### src/rtl/dseq_pkg.sv
package dseq_pkg;
  typedef enum logic [2:0] {
    ST_IDLE,
    ST_RCD,
    ST_RAS,
    ST_RP,
    ST_RPA,
    ST_RFC
  } seq_st_e;

  localparam logic [2:0] CSEL_TCL  = 3'd0;
  localparam logic [2:0] CSEL_TRCD = 3'd1;
  localparam logic [2:0] CSEL_TRP  = 3'd2;
  localparam logic [2:0] CSEL_TRAS = 3'd3;
  localparam logic [2:0] CSEL_REFI = 3'd4;
  localparam int         NUM_TIM   = 4;
endpackage

### src/rtl/dseq_cfg.sv
module dseq_cfg #(
  parameter int TW        = 6,
  parameter int REFW      = 12,
  parameter int DEF_TCL   = 4,
  parameter int DEF_TRCD  = 3,
  parameter int DEF_TRP   = 3,
  parameter int DEF_TRAS  = 8,
  parameter int DEF_TREFI = 1000
) (
  input  logic                                 clk,
  input  logic                                 rst,
  input  logic                                 we,
  input  logic [2:0]                           sel,
  input  logic [REFW-1:0]                      wdata,
  input  logic                                 allow,
  output logic [dseq_pkg::NUM_TIM-1:0][TW-1:0] tims,
  output logic [REFW-1:0]                      t_refi
);
  import dseq_pkg::*;

  for (genvar i = 0; i < NUM_TIM; i++) begin : g_tim
    localparam int DV = (i == 0) ? DEF_TCL : (i == 1) ? DEF_TRCD :
                        (i == 2) ? DEF_TRP : DEF_TRAS;
    logic [TW-1:0] q;
    always_ff @(posedge clk) begin
      if (rst) q <= TW'(DV);
      else if (we && allow && sel == 3'(i)) q <= wdata[TW-1:0];
    end
    assign tims[i] = q;
  end

  always_ff @(posedge clk) begin
    if (rst) t_refi <= REFW'(DEF_TREFI);
    else if (we && allow && sel == CSEL_REFI) t_refi <= wdata;
  end
endmodule

### src/rtl/dseq_refresh.sv
module dseq_refresh #(
  parameter int REFW = 12
) (
  input  logic            clk,
  input  logic            rst,
  input  logic [REFW-1:0] t_refi,
  input  logic            ack,
  output logic            pend
);
  logic [REFW-1:0] rcnt;
  logic            expire;

  assign expire = ({1'b0, rcnt} + 1'b1) >= {1'b0, t_refi};

  always_ff @(posedge clk) begin
    if (rst) begin
      rcnt <= '0;
      pend <= 1'b0;
    end else begin
      if (expire) begin
        rcnt <= '0;
        pend <= 1'b1;
      end else begin
        rcnt <= rcnt + 1'b1;
        if (ack) pend <= 1'b0;
      end
    end
  end
endmodule

### src/rtl/dseq_fsm.sv
module dseq_fsm #(
  parameter int TW      = 6,
  parameter int BANKS   = 4,
  parameter int ROWW    = 12,
  parameter int COLW    = 10,
  parameter int RFC_CYC = 8,
  localparam int BW     = $clog2(BANKS),
  localparam int AW     = (ROWW > COLW) ? ROWW : COLW
) (
  input  logic             clk,
  input  logic             rst,
  input  logic [TW-1:0]    t_cl,
  input  logic [TW-1:0]    t_rcd,
  input  logic [TW-1:0]    t_rp,
  input  logic [TW-1:0]    t_ras,
  input  logic             ref_pend,
  output logic             ref_ack,
  input  logic             req_valid,
  input  logic             req_write,
  input  logic [BW-1:0]    req_bank,
  input  logic [ROWW-1:0]  req_row,
  input  logic [COLW-1:0]  req_col,
  output logic             req_ready,
  output logic             idle,
  output logic             cmd_act,
  output logic             cmd_rd,
  output logic             cmd_wr,
  output logic             cmd_pre,
  output logic             cmd_prea,
  output logic             cmd_ref,
  output logic [BW-1:0]    cmd_bank,
  output logic [AW-1:0]    cmd_addr,
  output logic             rd_valid,
  output logic [BANKS-1:0] open_q
);
  import dseq_pkg::*;

  seq_st_e         st;
  logic [TW-1:0]   cnt, ras_cnt, rdc;
  logic            rd_busy;
  logic            w_q;
  logic [BW-1:0]   bank_q;
  logic [COLW-1:0] col_q;

  function automatic logic [TW-1:0] sat_inc(input logic [TW-1:0] v);
    return (&v) ? v : v + 1'b1;
  endfunction

  assign idle      = (st == ST_IDLE);
  assign req_ready = idle && !ref_pend;
  assign ref_ack   = (st == ST_RPA) && (cnt >= t_rp);

  always_ff @(posedge clk) begin
    if (rst) begin
      st       <= ST_IDLE;
      cnt      <= '0;
      ras_cnt  <= '0;
      rdc      <= '0;
      rd_busy  <= 1'b0;
      rd_valid <= 1'b0;
      cmd_act  <= 1'b0;
      cmd_rd   <= 1'b0;
      cmd_wr   <= 1'b0;
      cmd_pre  <= 1'b0;
      cmd_prea <= 1'b0;
      cmd_ref  <= 1'b0;
      cmd_bank <= '0;
      cmd_addr <= '0;
      open_q   <= '0;
      w_q      <= 1'b0;
      bank_q   <= '0;
      col_q    <= '0;
    end else begin
      cmd_act  <= 1'b0;
      cmd_rd   <= 1'b0;
      cmd_wr   <= 1'b0;
      cmd_pre  <= 1'b0;
      cmd_prea <= 1'b0;
      cmd_ref  <= 1'b0;
      rd_valid <= 1'b0;
      cnt      <= sat_inc(cnt);
      ras_cnt  <= sat_inc(ras_cnt);
      if (rd_busy) begin
        if (rdc >= t_cl) begin
          rd_valid <= 1'b1;
          rd_busy  <= 1'b0;
        end else begin
          rdc <= rdc + 1'b1;
        end
      end
      case (st)
        ST_IDLE: begin
          if (ref_pend) begin
            cmd_prea <= 1'b1;
            open_q   <= '0;
            cnt      <= TW'(1);
            st       <= ST_RPA;
          end else if (req_valid) begin
            cmd_act          <= 1'b1;
            cmd_bank         <= req_bank;
            cmd_addr         <= AW'(req_row);
            open_q[req_bank] <= 1'b1;
            w_q              <= req_write;
            bank_q           <= req_bank;
            col_q            <= req_col;
            cnt              <= TW'(1);
            ras_cnt          <= TW'(1);
            st               <= ST_RCD;
          end
        end
        ST_RCD: begin
          if (cnt >= t_rcd) begin
            cmd_rd   <= !w_q;
            cmd_wr   <= w_q;
            cmd_bank <= bank_q;
            cmd_addr <= AW'(col_q);
            if (!w_q) begin
              rd_busy <= 1'b1;
              rdc     <= TW'(1);
            end
            st <= ST_RAS;
          end
        end
        ST_RAS: begin
          if (ras_cnt >= t_ras) begin
            cmd_pre        <= 1'b1;
            cmd_bank       <= bank_q;
            open_q[bank_q] <= 1'b0;
            cnt            <= TW'(1);
            st             <= ST_RP;
          end
        end
        ST_RP: begin
          if (cnt >= t_rp && !rd_busy) st <= ST_IDLE;
        end
        ST_RPA: begin
          if (cnt >= t_rp) begin
            cmd_ref <= 1'b1;
            cnt     <= TW'(1);
            st      <= ST_RFC;
          end
        end
        ST_RFC: begin
          if (cnt >= TW'(RFC_CYC)) st <= ST_IDLE;
        end
        default: st <= ST_IDLE;
      endcase
    end
  end
endmodule

### src/rtl/dram_cmd_seq.sv
module dram_cmd_seq #(
  parameter int TW        = 6,
  parameter int REFW      = 12,
  parameter int BANKS     = 4,
  parameter int ROWW      = 12,
  parameter int COLW      = 10,
  parameter int RFC_CYC   = 8,
  parameter int DEF_TCL   = 4,
  parameter int DEF_TRCD  = 3,
  parameter int DEF_TRP   = 3,
  parameter int DEF_TRAS  = 8,
  parameter int DEF_TREFI = 1000,
  localparam int BW       = $clog2(BANKS),
  localparam int AW       = (ROWW > COLW) ? ROWW : COLW
) (
  input  logic            clk,
  input  logic            rst,
  input  logic            cfg_we,
  input  logic [2:0]      cfg_sel,
  input  logic [REFW-1:0] cfg_wdata,
  output logic            cfg_idle,
  input  logic            req_valid,
  input  logic            req_write,
  input  logic [BW-1:0]   req_bank,
  input  logic [ROWW-1:0] req_row,
  input  logic [COLW-1:0] req_col,
  output logic            req_ready,
  output logic            cmd_act,
  output logic            cmd_rd,
  output logic            cmd_wr,
  output logic            cmd_pre,
  output logic            cmd_prea,
  output logic            cmd_ref,
  output logic [BW-1:0]   cmd_bank,
  output logic [AW-1:0]   cmd_addr,
  output logic            rd_valid
);
  import dseq_pkg::*;

  logic [NUM_TIM-1:0][TW-1:0] tims;
  logic [TW-1:0]              t_cl, t_rcd, t_rp, t_ras;
  logic [REFW-1:0]            t_refi;
  logic                       ref_pend, ref_ack;
  logic [BANKS-1:0]           bank_open;

  assign t_cl  = tims[0];
  assign t_rcd = tims[1];
  assign t_rp  = tims[2];
  assign t_ras = tims[3];

  dseq_cfg #(
    .TW(TW), .REFW(REFW), .DEF_TCL(DEF_TCL), .DEF_TRCD(DEF_TRCD),
    .DEF_TRP(DEF_TRP), .DEF_TRAS(DEF_TRAS), .DEF_TREFI(DEF_TREFI)
  ) u_cfg (
    .clk(clk), .rst(rst), .we(cfg_we), .sel(cfg_sel), .wdata(cfg_wdata),
    .allow(cfg_idle), .tims(tims), .t_refi(t_refi)
  );

  dseq_refresh #(.REFW(REFW)) u_ref (
    .clk(clk), .rst(rst), .t_refi(t_refi), .ack(ref_ack), .pend(ref_pend)
  );

  dseq_fsm #(
    .TW(TW), .BANKS(BANKS), .ROWW(ROWW), .COLW(COLW), .RFC_CYC(RFC_CYC)
  ) u_fsm (
    .clk(clk), .rst(rst), .t_cl(t_cl), .t_rcd(t_rcd), .t_rp(t_rp),
    .t_ras(t_ras), .ref_pend(ref_pend), .ref_ack(ref_ack),
    .req_valid(req_valid), .req_write(req_write), .req_bank(req_bank),
    .req_row(req_row), .req_col(req_col), .req_ready(req_ready),
    .idle(cfg_idle), .cmd_act(cmd_act), .cmd_rd(cmd_rd), .cmd_wr(cmd_wr),
    .cmd_pre(cmd_pre), .cmd_prea(cmd_prea), .cmd_ref(cmd_ref),
    .cmd_bank(cmd_bank), .cmd_addr(cmd_addr), .rd_valid(rd_valid),
    .open_q(bank_open)
  );
endmodule

### config.mk
export PLATFORM = sky130hd
export DESIGN_NAME = dram_cmd_seq
export DESIGN_NICKNAME = d
export VERILOG_FILES = /design/src/rtl/dseq_pkg.sv /design/src/rtl/dseq_cfg.sv /design/src/rtl/dseq_refresh.sv /design/src/rtl/dseq_fsm.sv /design/src/rtl/dram_cmd_seq.sv
export SDC_FILE = /design/constraint.sdc
export NUM_CORES = 1
export LEC_CHECK = 0
export BUFFER_PORTS_ARGS = -buffer_cell sky130_fd_sc_hd__buf_2
export CORE_MARGIN = 2
export CORE_UTILIZATION = 25
export DETAILED_ROUTE_END_ITERATION = 12
export GPL_TIMING_DRIVEN = 0
export SYNTH_ARGS = -nofsm -noshare
export SYNTH_HDL_FRONTEND = slang
export SYNTH_SLANG_ARGS = --single-unit
### constraint.sdc
create_clock -name clk -period 5.2 [get_ports clk]
set_input_delay 0.78 -clock clk [delete_from_list [all_inputs] [get_ports clk]]
set_output_delay 0.78 -clock clk [all_outputs]
set_load 0.02 [all_outputs]
==> results of run 1 <==
-- worst max-delay path: stages, from the launching register on --
cell	delay [ns]
dfxtp_1	0.39
and3_1	0.20
and3_1	0.26
nand4_1	0.14
xnor2_1	0.20
ha_1	0.27
nand3_1	0.13
a211oi_1	0.06
o21a_1	0.12
nor3_1	0.44
nand2b_1	0.16
clkbuf_1	0.28
nor2b_1	0.16
-- logic make-up after synthesis --
group	Yosys count
XOR/XNOR	19
AO/OA/AOI/OAI	109
adder cells (fa/ha/maj)	41
flip-flops	105
multiplexers	13
AND/OR/NAND/NOR	253
buffers and inverters	70
-- worst max path at each step --
stage                                   startpoint                         to  slack, ns  depth (start not counted)
after floorplan           u_ref.rcnt[0]$_SDFF_PP0_  u_ref.rcnt[10]$_SDFF_PP0_       2.89                         12
after global placement    u_ref.rcnt[2]$_SDFF_PP0_   u_ref.rcnt[7]$_SDFF_PP0_       2.30                         12
after detailed placement  u_ref.rcnt[0]$_SDFF_PP0_  u_ref.rcnt[10]$_SDFF_PP0_       2.34                         12
after CTS                 u_ref.rcnt[2]$_SDFF_PP0_   u_ref.rcnt[5]$_SDFF_PP0_       2.31                         12
after global routing      u_ref.rcnt[0]$_SDFF_PP0_   u_ref.rcnt[6]$_SDFF_PP0_       2.08                         12
final                     u_ref.rcnt[2]$_SDFF_PP0_   u_ref.rcnt[5]$_SDFF_PP0_       2.32                         12
-- state kept, by name (all words and copies together) (netlist names), 3 cells and up --
name            flops
u_cfg.g_tim.q      24
u_cfg.t_refi       12
u_fsm.cmd_addr     12
u_ref.rcnt         12
u_fsm.col_q        10
u_fsm.cnt           6
u_fsm.ras_cnt       6
u_fsm.rdc           6
u_fsm.st            3
-- area by class of cell --
cell class,count,area [um^2],share of cell area
Multi-Input combinational cell,435,2785,0.4519
Sequential cell,105,2102,0.3410
Tap cell,270,337.8,0.05481
Timing Repair Buffer,66,330.3,0.05359
Clock buffer,11,252.7,0.04101
Inverter,43,161.4,0.02619
Buffer,27,142.6,0.02314
Clock inverter,4,51.30,0.008323
-- layout by cell type (no fill, tap or decap), drive strengths merged, types with 6 or more instances in the layout --
| cell | netlist | layout |
|---|---|---|
| a21o | 8 | 8 |
| a211oi | 6 | 6 |
| dfxtp | 105 | 105 |
| nand2b | 9 | 9 |
| nand3b | 12 | 12 |
| and3 | 9 | 9 |
| xnor2 | 16 | 16 |
| inv | 43 | 44 |
| ha | 41 | 41 |
| nor2 | 54 | 54 |
| buf | 9 | 75 |
| nor3 | 9 | 9 |
| mux2i | 13 | 13 |
| o21ai | 11 | 11 |
| clkbuf | 18 | 29 |
| nand3 | 34 | 34 |
| a311oi | 10 | 10 |
| a21oi | 52 | 52 |
| nand2 | 99 | 99 |
| nor2b | 10 | 10 |
-- power breakdown --
| part | internal, mW | total, mW | switching, mW |
|---|---|---|---|
| Clock | 0.398 | 0.707 | 0.308 |
| Sequential | 0.880 | 0.929 | 0.0489 |
| Combinational | 0.223 | 0.595 | 0.371 |
| Total | 1.50 | 2.23 | 0.728 |
-- per-layer routing --
layer	up-vias	track usage	routed length (um)
li1	2237	-	-
met4	2	0.02000	98
met1	1995	0.1820	6760
met2	120	0.1766	5004
met5	-	0	11
met3	12	0.03528	969
==> summary.txt, run 1 <==
Synthesis
  • Post-synthesis xor/xnor area fraction: 0.03206
  • Yosys cell types: 50
  • Syn nets: 695
  • Multiplexer area fraction after synthesis: 0.02507
  • YS warnings: 0
  • Post-synthesis adder-cell area fraction: 0.09882
  • Post-synth EDFFs: 0
  • Area fraction of the dominant cell type after synthesis: 0.4049
  • Largest family of logic cells by synthesized area: simple AND/OR/NAND/NOR gates
  • Mapped Cells: 610
  • Sequential share of the synthesized area: 0.4049
  • Synth Area per Inst: 8.510 um^2
  • Post-synth ARST share: 0
  • Compound-Gate Fraction of Synth Area: 0.1456
  • Post-synth top area cell: dfxtp_1
  • Commonest cells in the netlist: dfxtp_1 (105), nand2_1 (99), nor2_1 (53)
  • Top-count cell post-synth: dfxtp_1
  • Simple-gate share of the synthesized area: 0.2350
  • Area contributors post-synth: dfxtp_1 (40%), ha_1 (9.9%), nand2_1 (7.2%)
  • Main flop type after synthesis: dfxtp_1
  • Synthesized area: 5191 um^2
  • FF+latch count, synth: 105

Clock network
  • CTS buffer count: 9
  • Postcts setup bufs: 0
  • CTS tree: done
  • # clock sinks: 105
  • Post-CTS sizing: 0
  • Max H-tree Level: 3
  • Clk_lat worst skew: 0.35 ns
  • Count of hold-fix buffers inserted at cts: 0
  • Clock transition at path regs: 0.07 ns
  • Max clock buf depth: 2
  • CTS root buffer: clkbuf_16

Layout
  • Final net count: 772
  • # diodes: 0
  • Design Area, Final: 6163 um^2
  • Fraction of layout cells with a size suffix above 1: 0.1577
  • Final core utilization: 0.3036
  • Fillcell total: 2,215
  • Post-Layout Cell Count: 961
  • Syn-to-layout area delta: 18.73%

Floorplanning
  • Core Area: 20,300 um^2
  • Initial Util: 0.2557
  • I/O pins: 67
  • DIE WIDTH: 148.1 um
  • Die H: 148.1 um
  • Die area: 21,930 um^2
  • Row cnt: 52

STA
  • Worst setup margin: 2.317 ns
  • Final hold vios: 0
  • WHS: 0.4573 ns
  • Clock Skew: 0.007964 ns
  • RSZ-0062 raised after global routing: no
  • Max-slew violations: 0
  • Max Fclk: 0.3469 GHz
  • Final Setup Violations: 0
  • Min Tclk post-route: 2.883 ns
  • Measured slew at the worst slew-check pin: 0.7480 ns
  • Max_slew headroom: 0.4948
  • TNS Setup: 0 ns
  • Period Utilization, post-route: 0.5544

Min path
  • Hold depth: 2
  • Min-delay src: u_cfg.t_refi[2]$_SDFFE_PP0P_
  • Hold WC Path Type: flop to flop
  • Hold Crit Endpoint: u_cfg.t_refi[2]$_SDFFE_PP0P_

Status
  • Status: completed

Power and ir drop
  • Leakage: 2.685 nW
  • Peak supply drop: 0.1905 mV
  • Total Power: 2.230 mW
  • Pwr dens: 361.8 nW/um^2

Routing
  • Drt wl/cell: 13.36 um
  • DRT Wirelength: 12.84 mm
  • Residual DRC: 0
  • Vias: 4,366
  • Initial DRC count: 220
  • Final ANT Viol Nets: 0
  • Drt first pass iters: 4
  • Vias per inst: 4.543

Setup path
  • Capturing point of the worst reg2reg path: u_ref.rcnt[5]$_SDFF_PP0_
  • WP data required: 5.48 ns
  • R2R depth: 12
  • Reg2reg start: u_ref.rcnt[2]$_SDFF_PP0_
  • Worst path arrival time: 3.16 ns
  • Crit-path max FO: 10
  • Critical path class: flop to flop
  • R2R setup slack: 2.32 ns
  • Worst setup SP type: flop
  • CP Capture Type: flop

Placement
  • DP HPWL: 9.631 mm
  • Placed inst area: 5859 um^2
  • Cells after DPL: 946
  • Port buffer count: 66
  • GP Congestion: 0.7896
  • Post-Place Worst Slack: 2.343 ns

Flow run
  • Max-cap violations: 0

Global route
  • Overall routing resource usage: 0.1221
  • Vias in the first global route: 4,247
  • Global-route wire length before repair: 21.58 mm
  • Initial antenna violation count: 1
  • Grt ovf: 0
  • Largest net degree at the start of global routing: 17
(Power assumes the default switching activity.)
==> run 2: changes to the inputs <==
Settings changed: ABC_AREA from default to 1.
Clock period 5.2 ns to 2.72 ns, I/O delays scaled along.
==> run 2 against run 1 <==
Compared with the run above:
- power is 93% higher
- flip-flop and latch count stayed put
- count of clock-buffer cells in the layout stayed put
- die area is 1.7% higher
- largest power group unchanged
- synthesized cell count is 21% higher
- area after synthesis is 1.8% higher
- clock skew is 0.0015 ns lower
- register-to-register slack worse by 2.1 ns
- via count is 5.9% higher
- worst setup slack worse by 2.1 ns
- critical path depth is 2 higher
- critical endpoint is now u_ref.rcnt[4]$_SDFF_PP0_
==> summary.txt, run 2 <==
Clock network
  • Clock transition at path regs: 0.07 ns (about the same)
  • Clk_lat worst skew: 0.35 ns (about the same)
  • Count of hold-fix buffers inserted at cts: 0 (unchanged)
  • Max clock buf depth: 2 (unchanged)
  • Post-CTS sizing: 0 (unchanged)
  • CTS root buffer: clkbuf_16 (unchanged)
  • CTS buffer count: 9 (unchanged)
  • Max H-tree Level: 3 (unchanged)
  • CTS tree: done (unchanged)
  • Postcts setup bufs: 0 (unchanged)
  • # clock sinks: 105 (unchanged)

Placement
  • DP HPWL: 9.890 mm (was 9.631 mm)
  • Port buffer count: 66 (unchanged)
  • Post-Place Worst Slack: 0.1973 ns (was 2.343 ns)
  • GP Congestion: 0.7887 (was 0.7896)

Setup path
  • Crit-path max FO: 10 (unchanged)
  • Max stage delay on crit path: 0.35 ns (was 0.44 ns)
  • Cells along the critical path: ha_1 -> nand2_1 -> inv_1 -> nand2_1 -> nor2_2 -> xor2_1 -> inv_1 -> ha_1 -> a21oi_1 -> o21ai_0 -> o21bai_1 -> nand4_2 -> buf_6 -> nor2_1 (was and3_1 -> and3_1 -> nand4_1 -> xnor2_1 -> ha_1 -> nand3_1 -> a211oi_1 -> o21a_1 -> nor3_1 -> nand2b_1 -> clkbuf_1 -> nor2b_1)
  • Critical path class: flop to flop (unchanged)
  • CP Capture Type: flop (unchanged)
  • CP max-delay cell: dfxtp_2 (was nor3_1)
  • Worst path arrival time: 2.78 ns (was 3.16 ns)
  • WP data required: 3.01 ns (was 5.48 ns)
  • Worst setup SP type: flop (unchanged)
  • R2R setup slack: 0.23 ns (was 2.32 ns)

STA
  • Final hold vios: 0 (unchanged)
  • Worst setup margin: 0.2295 ns (was 2.317 ns)
  • Period Utilization, post-route: 0.9156 (was 0.5544)
  • RSZ-0062 raised after global routing: no (unchanged)
  • TNS Setup: 0 ns (unchanged)
  • Measured slew at the worst slew-check pin: 0.6694 ns (was 0.7480 ns)
  • Max_slew headroom: 0.5537 (was 0.4948)
  • Clock Skew: 0.006488 ns (was 0.007964 ns)
  • Max Fclk: 0.4015 GHz (was 0.3469 GHz)
  • Final Setup Violations: 0 (unchanged)
  • Min Tclk post-route: 2.490 ns (was 2.883 ns)
  • Max-slew violations: 0 (unchanged)
  • WHS: 0.2642 ns (was 0.4573 ns)

Synthesis
  • Main flop type after synthesis: dfxtp_1 (unchanged)
  • Mapped Cells: 736 (was 610)
  • FF+latch count, synth: 105 (unchanged)
  • Top-count cell post-synth: nand2_1 (was dfxtp_1)
  • Area contributors post-synth: dfxtp_1 (40%), nand2_1 (10%), ha_1 (9.7%) (was dfxtp_1 (40%), ha_1 (9.9%), nand2_1 (7.2%))
  • Post-synth top area cell: dfxtp_1 (unchanged)
  • Commonest cells in the netlist: nand2_1 (142), inv_1 (125), dfxtp_1 (105) (was dfxtp_1 (105), nand2_1 (99), nor2_1 (53))
  • Sequential share of the synthesized area: 0.3979 (was 0.4049)
  • Synth Area per Inst: 7.177 um^2 (was 8.510 um^2)
  • Syn nets: 821 (was 695)
  • Post-synth EDFFs: 0 (unchanged)
  • Post-synth ARST share: 0 (unchanged)
  • YS warnings: 0 (unchanged)
  • Yosys cell types: 36 (was 50)
  • Area fraction of the dominant cell type after synthesis: 0.3979 (was 0.4049)
  • Synthesized area: 5283 um^2 (was 5191 um^2)

Power and ir drop
  • Pwr dens: 690.3 nW/um^2 (was 361.8 nW/um^2)
  • Total Power: 4.300 mW (was 2.230 mW)
  • Leakage: 2.938 nW (was 2.685 nW)
  • Peak supply drop: 0.2975 mV (was 0.1905 mV)

Global route
  • Initial antenna violation count: 0 (was 1)
  • Global-route wire length before repair: 21.25 mm (was 21.58 mm)
  • Vias in the first global route: 4,421 (was 4,247)
  • Overall routing resource usage: 0.1202 (was 0.1221)
  • Largest net degree at the start of global routing: 16 (was 17)
  • Grt ovf: 0 (unchanged)

Floorplanning
  • I/O pins: 67 (unchanged)
  • Die H: 149.4 um (was 148.1 um)
  • DIE WIDTH: 149.4 um (was 148.1 um)
  • Core Area: 20,890 um^2 (was 20,300 um^2)
  • Row cnt: 53 (was 52)
  • Die area: 22,310 um^2 (was 21,930 um^2)
  • Initial Util: 0.2529 (was 0.2557)

Layout
  • Commonest non-fill, non-tap cell in the layout: nand2_1 (was dfxtp_1)
  • Syn-to-layout area delta: 17.91% (was 18.73%)
  • Fraction of layout cells with a size suffix above 1: 0.1458 (was 0.1577)
  • Final net count: 898 (was 772)
  • Largest Register: u_cfg.g_tim.q (unchanged)
  • Fillcell total: 2,251 (was 2,215)
  • # diodes: 0 (unchanged)
  • Max reg flops: 24 (unchanged)
  • Most frequent cells in the layout: nand2_1 (142), inv_1 (125), dfxtp_1 (104) (was dfxtp_1 (105), nand2_1 (99), buf_2 (69))

Routing
  • Vias per inst: 4.239 (was 4.543)
  • Final ANT Viol Nets: 0 (unchanged)
  • Residual DRC: 0 (unchanged)
  • Vias: 4,625 (was 4,366)
  • Drt wl/cell: 11.68 um (was 13.36 um)
  • DRT Wirelength: 12.75 mm (was 12.84 mm)
  • Drt first pass iters: 4 (unchanged)
  • Initial DRC count: 322 (was 220)

Flow run
  • Max-cap violations: 0 (unchanged)

Min path
  • Hold WC Path Type: input pin to flop (was flop to flop)

Status
  • Status: completed (unchanged)
## run 2: changes by cell type after synthesis, sizes merged, moves of 10 or more
cell,before,now
nor2,54,73
o21ai,11,68
mux2i,13,0
nand2,99,148
nand3b,12,2
a21oi,52,69
a311oi,10,0
inv,43,131
nor2b,10,0
clkbuf,18,5
xnor2,16,1
## run 2: path summary, 6_finish.rpt
path	startpoint	end	cells after the start
max reg2reg	u_ref.rcnt[0]$_SDFF_PP0_	u_ref.rcnt[4]$_SDFF_PP0_	14
min reg2reg	u_ref.rcnt[0]$_SDFF_PP0_	u_ref.rcnt[0]$_SDFF_PP0_	1
max	u_ref.rcnt[0]$_SDFF_PP0_	u_ref.rcnt[4]$_SDFF_PP0_	14
min	req_col[1]	u_fsm.col_q[1]$_SDFFE_PP0P_	3
## run 2: critical path, delay by kind of cell, from the launching register on
family	cells	cell delay (ns)
AO/OA/AOI/OAI	3	0.49
XOR/XNOR	1	0.21
adder cells (fa/ha/maj)	2	0.45
buffers and inverters	3	0.36
flip-flops	1	0.35
AND/OR/NAND/NOR	5	0.57
## run 2: stage by stage
step	utilization	cell area, um^2	std cells
after floorplan	-	5283	736
after global placement	0.2852	5957	1077
after detailed placement	0.2852	5957	1077
after CTS	0.2981	6227	1091
after global routing	0.2982	6228	1091
final	0.2982	6228	1091
## run 2: cell families after synthesis
logic type	count (synthesis)	synth area share
AND/OR/NAND/NOR	282	0.2300
adder cells (fa/ha/maj)	41	0.09711
XOR/XNOR	10	0.01658
AO/OA/AOI/OAI	147	0.1450
flip-flops	105	0.3979
buffers and inverters	151	0.1135
## run 2: routing by layer
layer	global-route usage	wire [um]	part of all wire	vias up
met5	0	0	0	-
met3	0.01529	399	0.031	22
met1	0.1556	5946	0.47	2035
met2	0.1984	6080	0.48	71
met4	0.05667	320	0.025	0
li1	-	-	-	2497
## run 2: layout make-up
| type | instances | area (um^2) | area share |
|---|---|---|---|
| Clock buffer | 11 | 252.7 | 0.04058 |
| Buffer | 19 | 103.9 | 0.01667 |
| Sequential cell | 105 | 2103 | 0.3377 |
| Multi-Input combinational cell | 480 | 2581 | 0.4144 |
| Timing Repair Buffer | 66 | 330.3 | 0.05303 |
| Clock inverter | 3 | 17.52 | 0.002812 |
| Tap cell | 275 | 344.1 | 0.05524 |
| Inverter | 132 | 495.5 | 0.07955 |
## run 2: where the power goes
group          switching (mW)  total (mW)  internal, mW
clock                   0.565        1.22         0.658
sequential             0.0958        1.81          1.71
combinational           0.845        1.27         0.421
total                    1.51        4.30          2.79
==> run 3: changes to the inputs <==
Settings changed: PLACE_DENSITY_LB_ADDON from default to 0.05.
==> run 3 against run 2 <==
Compared with the run above:
- via count grew 0.41%
- power grew 2.7%
- worst setup slack gained 0.068 ns
- first-iteration DRC count shrank 41%
- routed wire length grew 14%
- combinational power grew 3%
- critical path type unchanged
==> summary.txt, run 3 (synthesis results as in run 2) <==
Setup path
  • Critical path class: flop to flop (unchanged)
  • Crit-path max FO: 10 (unchanged)
  • CP max-delay cell: dfxtp_1 (was dfxtp_2)
  • Worst path arrival time: 2.66 ns (was 2.78 ns)
  • Max stage delay on crit path: 0.39 ns (was 0.35 ns)
  • CP Capture Type: flop (unchanged)
  • Crit-path leading delay family: simple AND/OR/NAND/NOR gates (unchanged)
  • Cells along the critical path: inv_1 -> nor2_1 -> nand3_1 -> nor2_1 -> nand3_1 -> xor2_1 -> inv_1 -> ha_1 -> nand3_1 -> nor3_1 -> nand3_2 -> nand4_2 -> buf_6 -> nor2_1 (was ha_1 -> nand2_1 -> inv_1 -> nand2_1 -> nor2_2 -> xor2_1 -> inv_1 -> ha_1 -> a21oi_1 -> o21ai_0 -> o21bai_1 -> nand4_2 -> buf_6 -> nor2_1)
  • CP bufs+invs: 3 (unchanged)
  • WP data required: 2.96 ns (was 3.01 ns)
  • Worst setup SP type: flop (unchanged)
  • R2R setup slack: 0.30 ns (was 0.23 ns)

Global route
  • Global-route wire length before repair: 22.98 mm (was 21.25 mm)
  • Initial antenna violation count: 0 (unchanged)
  • Vias in the first global route: 4,381 (was 4,421)
  • Grt ovf: 0 (unchanged)
  • Largest net degree at the start of global routing: 16 (unchanged)
  • Overall routing resource usage: 0.1347 (was 0.1202)

Clock network
  • CTS root buffer: clkbuf_16 (unchanged)
  • CTS buffer count: 9 (unchanged)
  • # clock sinks: 105 (unchanged)
  • Max H-tree Level: 3 (unchanged)
  • Clock transition at path regs: 0.07 ns (about the same)
  • Max clock buf depth: 2 (unchanged)
  • CTS tree: done (unchanged)
  • Count of hold-fix buffers inserted at cts: 0 (unchanged)
  • Clk_lat worst skew: 0.35 ns (about the same)

Power and ir drop
  • Cell-internal power: 2.865 mW (was 2.794 mW)
  • Gate power share: 0.296 (was 0.295)
  • Clk pwr share: 0.293 (was 0.284)
  • Sw frac: 0.3514 (was 0.3502)
  • Leakage: 2.948 nW (was 2.938 nW)
  • Switching Power: 1.552 mW (was 1.506 mW)
  • Pwr dens: 704.2 nW/um^2 (was 690.3 nW/um^2)
  • Sequential Power Share: 0.411 (was 0.421)
  • Peak supply drop: 0.3670 mV (was 0.2975 mV)

Layout
  • Fraction of layout cells with a size suffix above 1: 0.1518 (was 0.1458)
  • Largest Register: u_cfg.g_tim.q (unchanged)
  • Commonest non-fill, non-tap cell in the layout: nand2_1 (unchanged)
  • Design Area, Final: 6272 um^2 (was 6228 um^2)
  • Fillcell total: 2,304 (was 2,251)
  • Most frequent cells in the layout: nand2_1 (140), inv_1 (124), dfxtp_1 (104) (was nand2_1 (142), inv_1 (125), dfxtp_1 (104))
  • Post-Layout Cell Count: 1,092 (was 1,091)
  • Final core utilization: 0.3003 (was 0.2982)
  • Syn-to-layout area delta: 18.74% (was 17.91%)
  • Max reg flops: 24 (unchanged)
  • # diodes: 0 (unchanged)
  • Final net count: 899 (was 898)

Routing
  • DRT Wirelength: 14.53 mm (was 12.75 mm)
  • Vias: 4,644 (was 4,625)
  • Residual DRC: 0 (unchanged)
  • Drt wl/cell: 13.31 um (was 11.68 um)
  • Final ANT Viol Nets: 0 (unchanged)
  • Vias per inst: 4.253 (was 4.239)
  • Drt first pass iters: 5 (was 4)
  • Initial DRC count: 190 (was 322)

STA
  • Max-slew violations: 0 (unchanged)
  • Clock Skew: 0.008196 ns (was 0.006488 ns)
  • Final Setup Violations: 0 (unchanged)
  • Final hold vios: 0 (unchanged)
  • Measured slew at the worst slew-check pin: 0.6695 ns (was 0.6694 ns)
  • TNS Setup: 0 ns (unchanged)
  • RSZ-0062 raised after global routing: no (unchanged)
  • WHS: 0.2606 ns (was 0.2642 ns)
  • Max Fclk: 0.4129 GHz (was 0.4015 GHz)
  • Min Tclk post-route: 2.422 ns (was 2.490 ns)
  • Max_slew headroom: 0.5536 (was 0.5537)
  • Period Utilization, post-route: 0.8905 (was 0.9156)

Placement
  • Placed inst area: 5957 um^2 (unchanged)
  • Port buffer count: 66 (unchanged)
  • GP Congestion: 0.7736 (was 0.7887)
  • DP HPWL: 11.48 mm (was 9.890 mm)
  • Cells after DPL: 1,077 (unchanged)

Floorplanning
  • Die H: 149.4 um (unchanged)
  • Die area: 22,310 um^2 (unchanged)
  • DIE WIDTH: 149.4 um (unchanged)
  • Core Area: 20,890 um^2 (unchanged)
  • I/O pins: 67 (unchanged)
  • Row cnt: 53 (unchanged)
  • Initial Util: 0.2529 (unchanged)

Min path
  • Hold WC Path Type: input pin to flop (unchanged)

Status
  • Status: completed (unchanged)

Flow run
  • Max-cap violations: 0 (unchanged)
==> run 3: power by group through the flow <==
stage                     combinational [mW]  sequential [mW]  clock (mW)
final                                   1.31             1.82        1.30
after floorplan                        0.831             1.91           0
after global routing                    1.48             1.84        1.43
after detailed placement                1.32             1.85           0
after global placement                  1.30             1.85           0
after CTS                               1.32             1.82        1.37
==> run 3: final cells by class <==
| type | count | area, um^2 | share of cell area |
|---|---|---|---|
| inverters | 132 | 495.5 | 0.07899 |
| clock buffers | 11 | 242.7 | 0.03870 |
| multi-input cells | 480 | 2603 | 0.4149 |
| well taps | 275 | 344.1 | 0.05486 |
| clock inverters | 3 | 42.54 | 0.006782 |
| repair buffers | 67 | 337.8 | 0.05386 |
| plain buffers | 19 | 103.9 | 0.01656 |
| flip-flops and latches | 105 | 2103 | 0.3353 |
==> run 3: timing repair <==
action                                  4_1_cts  5_1_grt
setup buffers                                 0        1
endpoints found under the setup margin        0       13
gates resized for setup                       0        7
==> run 3: final timing paths <==
kind                            start  cells past startpoint                     endpoint
max          u_ref.rcnt[3]$_SDFF_PP0_                     14     u_ref.rcnt[7]$_SDFF_PP0_
max reg2reg  u_ref.rcnt[3]$_SDFF_PP0_                     14     u_ref.rcnt[7]$_SDFF_PP0_
min                        req_col[0]                      3  u_fsm.col_q[0]$_SDFFE_PP0P_
min reg2reg  u_ref.rcnt[0]$_SDFF_PP0_                      1     u_ref.rcnt[0]$_SDFF_PP0_
==> run 3: metrics by stage <==
step | power [mW] | setup slack, ns
finish | 4.417 | 0.2979
global route | 4.745 | 0.01125
CTS | 4.504 | 0.08673
detailed placement | 3.168 | 0.1057
global placement | 3.151 | 0.09404
floorplan | 2.745 | 0.5415
==> run 3: routing by layer <==
layer,vias to the layer above,part of all wire,track usage,wire length (um)
met3,9,0.028,0.03180,410
met5,-,0,0,0
met1,2101,0.50,0.1814,7288
met4,0,0.011,0.02905,159
met2,40,0.46,0.2190,6674
li1,2494,-,-,-
==> run 3: worst reg2reg max path, cell delays in order, from the launching register on <==
cell and delay, ns:
dfxtp_1 0.39, inv_1 0.05, nor2_1 0.16, nand3_1 0.17, nor2_1 0.15, nand3_1 0.10
xor2_1 0.17, inv_1 0.06, ha_1 0.29, nand3_1 0.11, nor3_1 0.20, nand3_2 0.12
nand4_2 0.14, buf_6 0.16, nor2_1 0.05
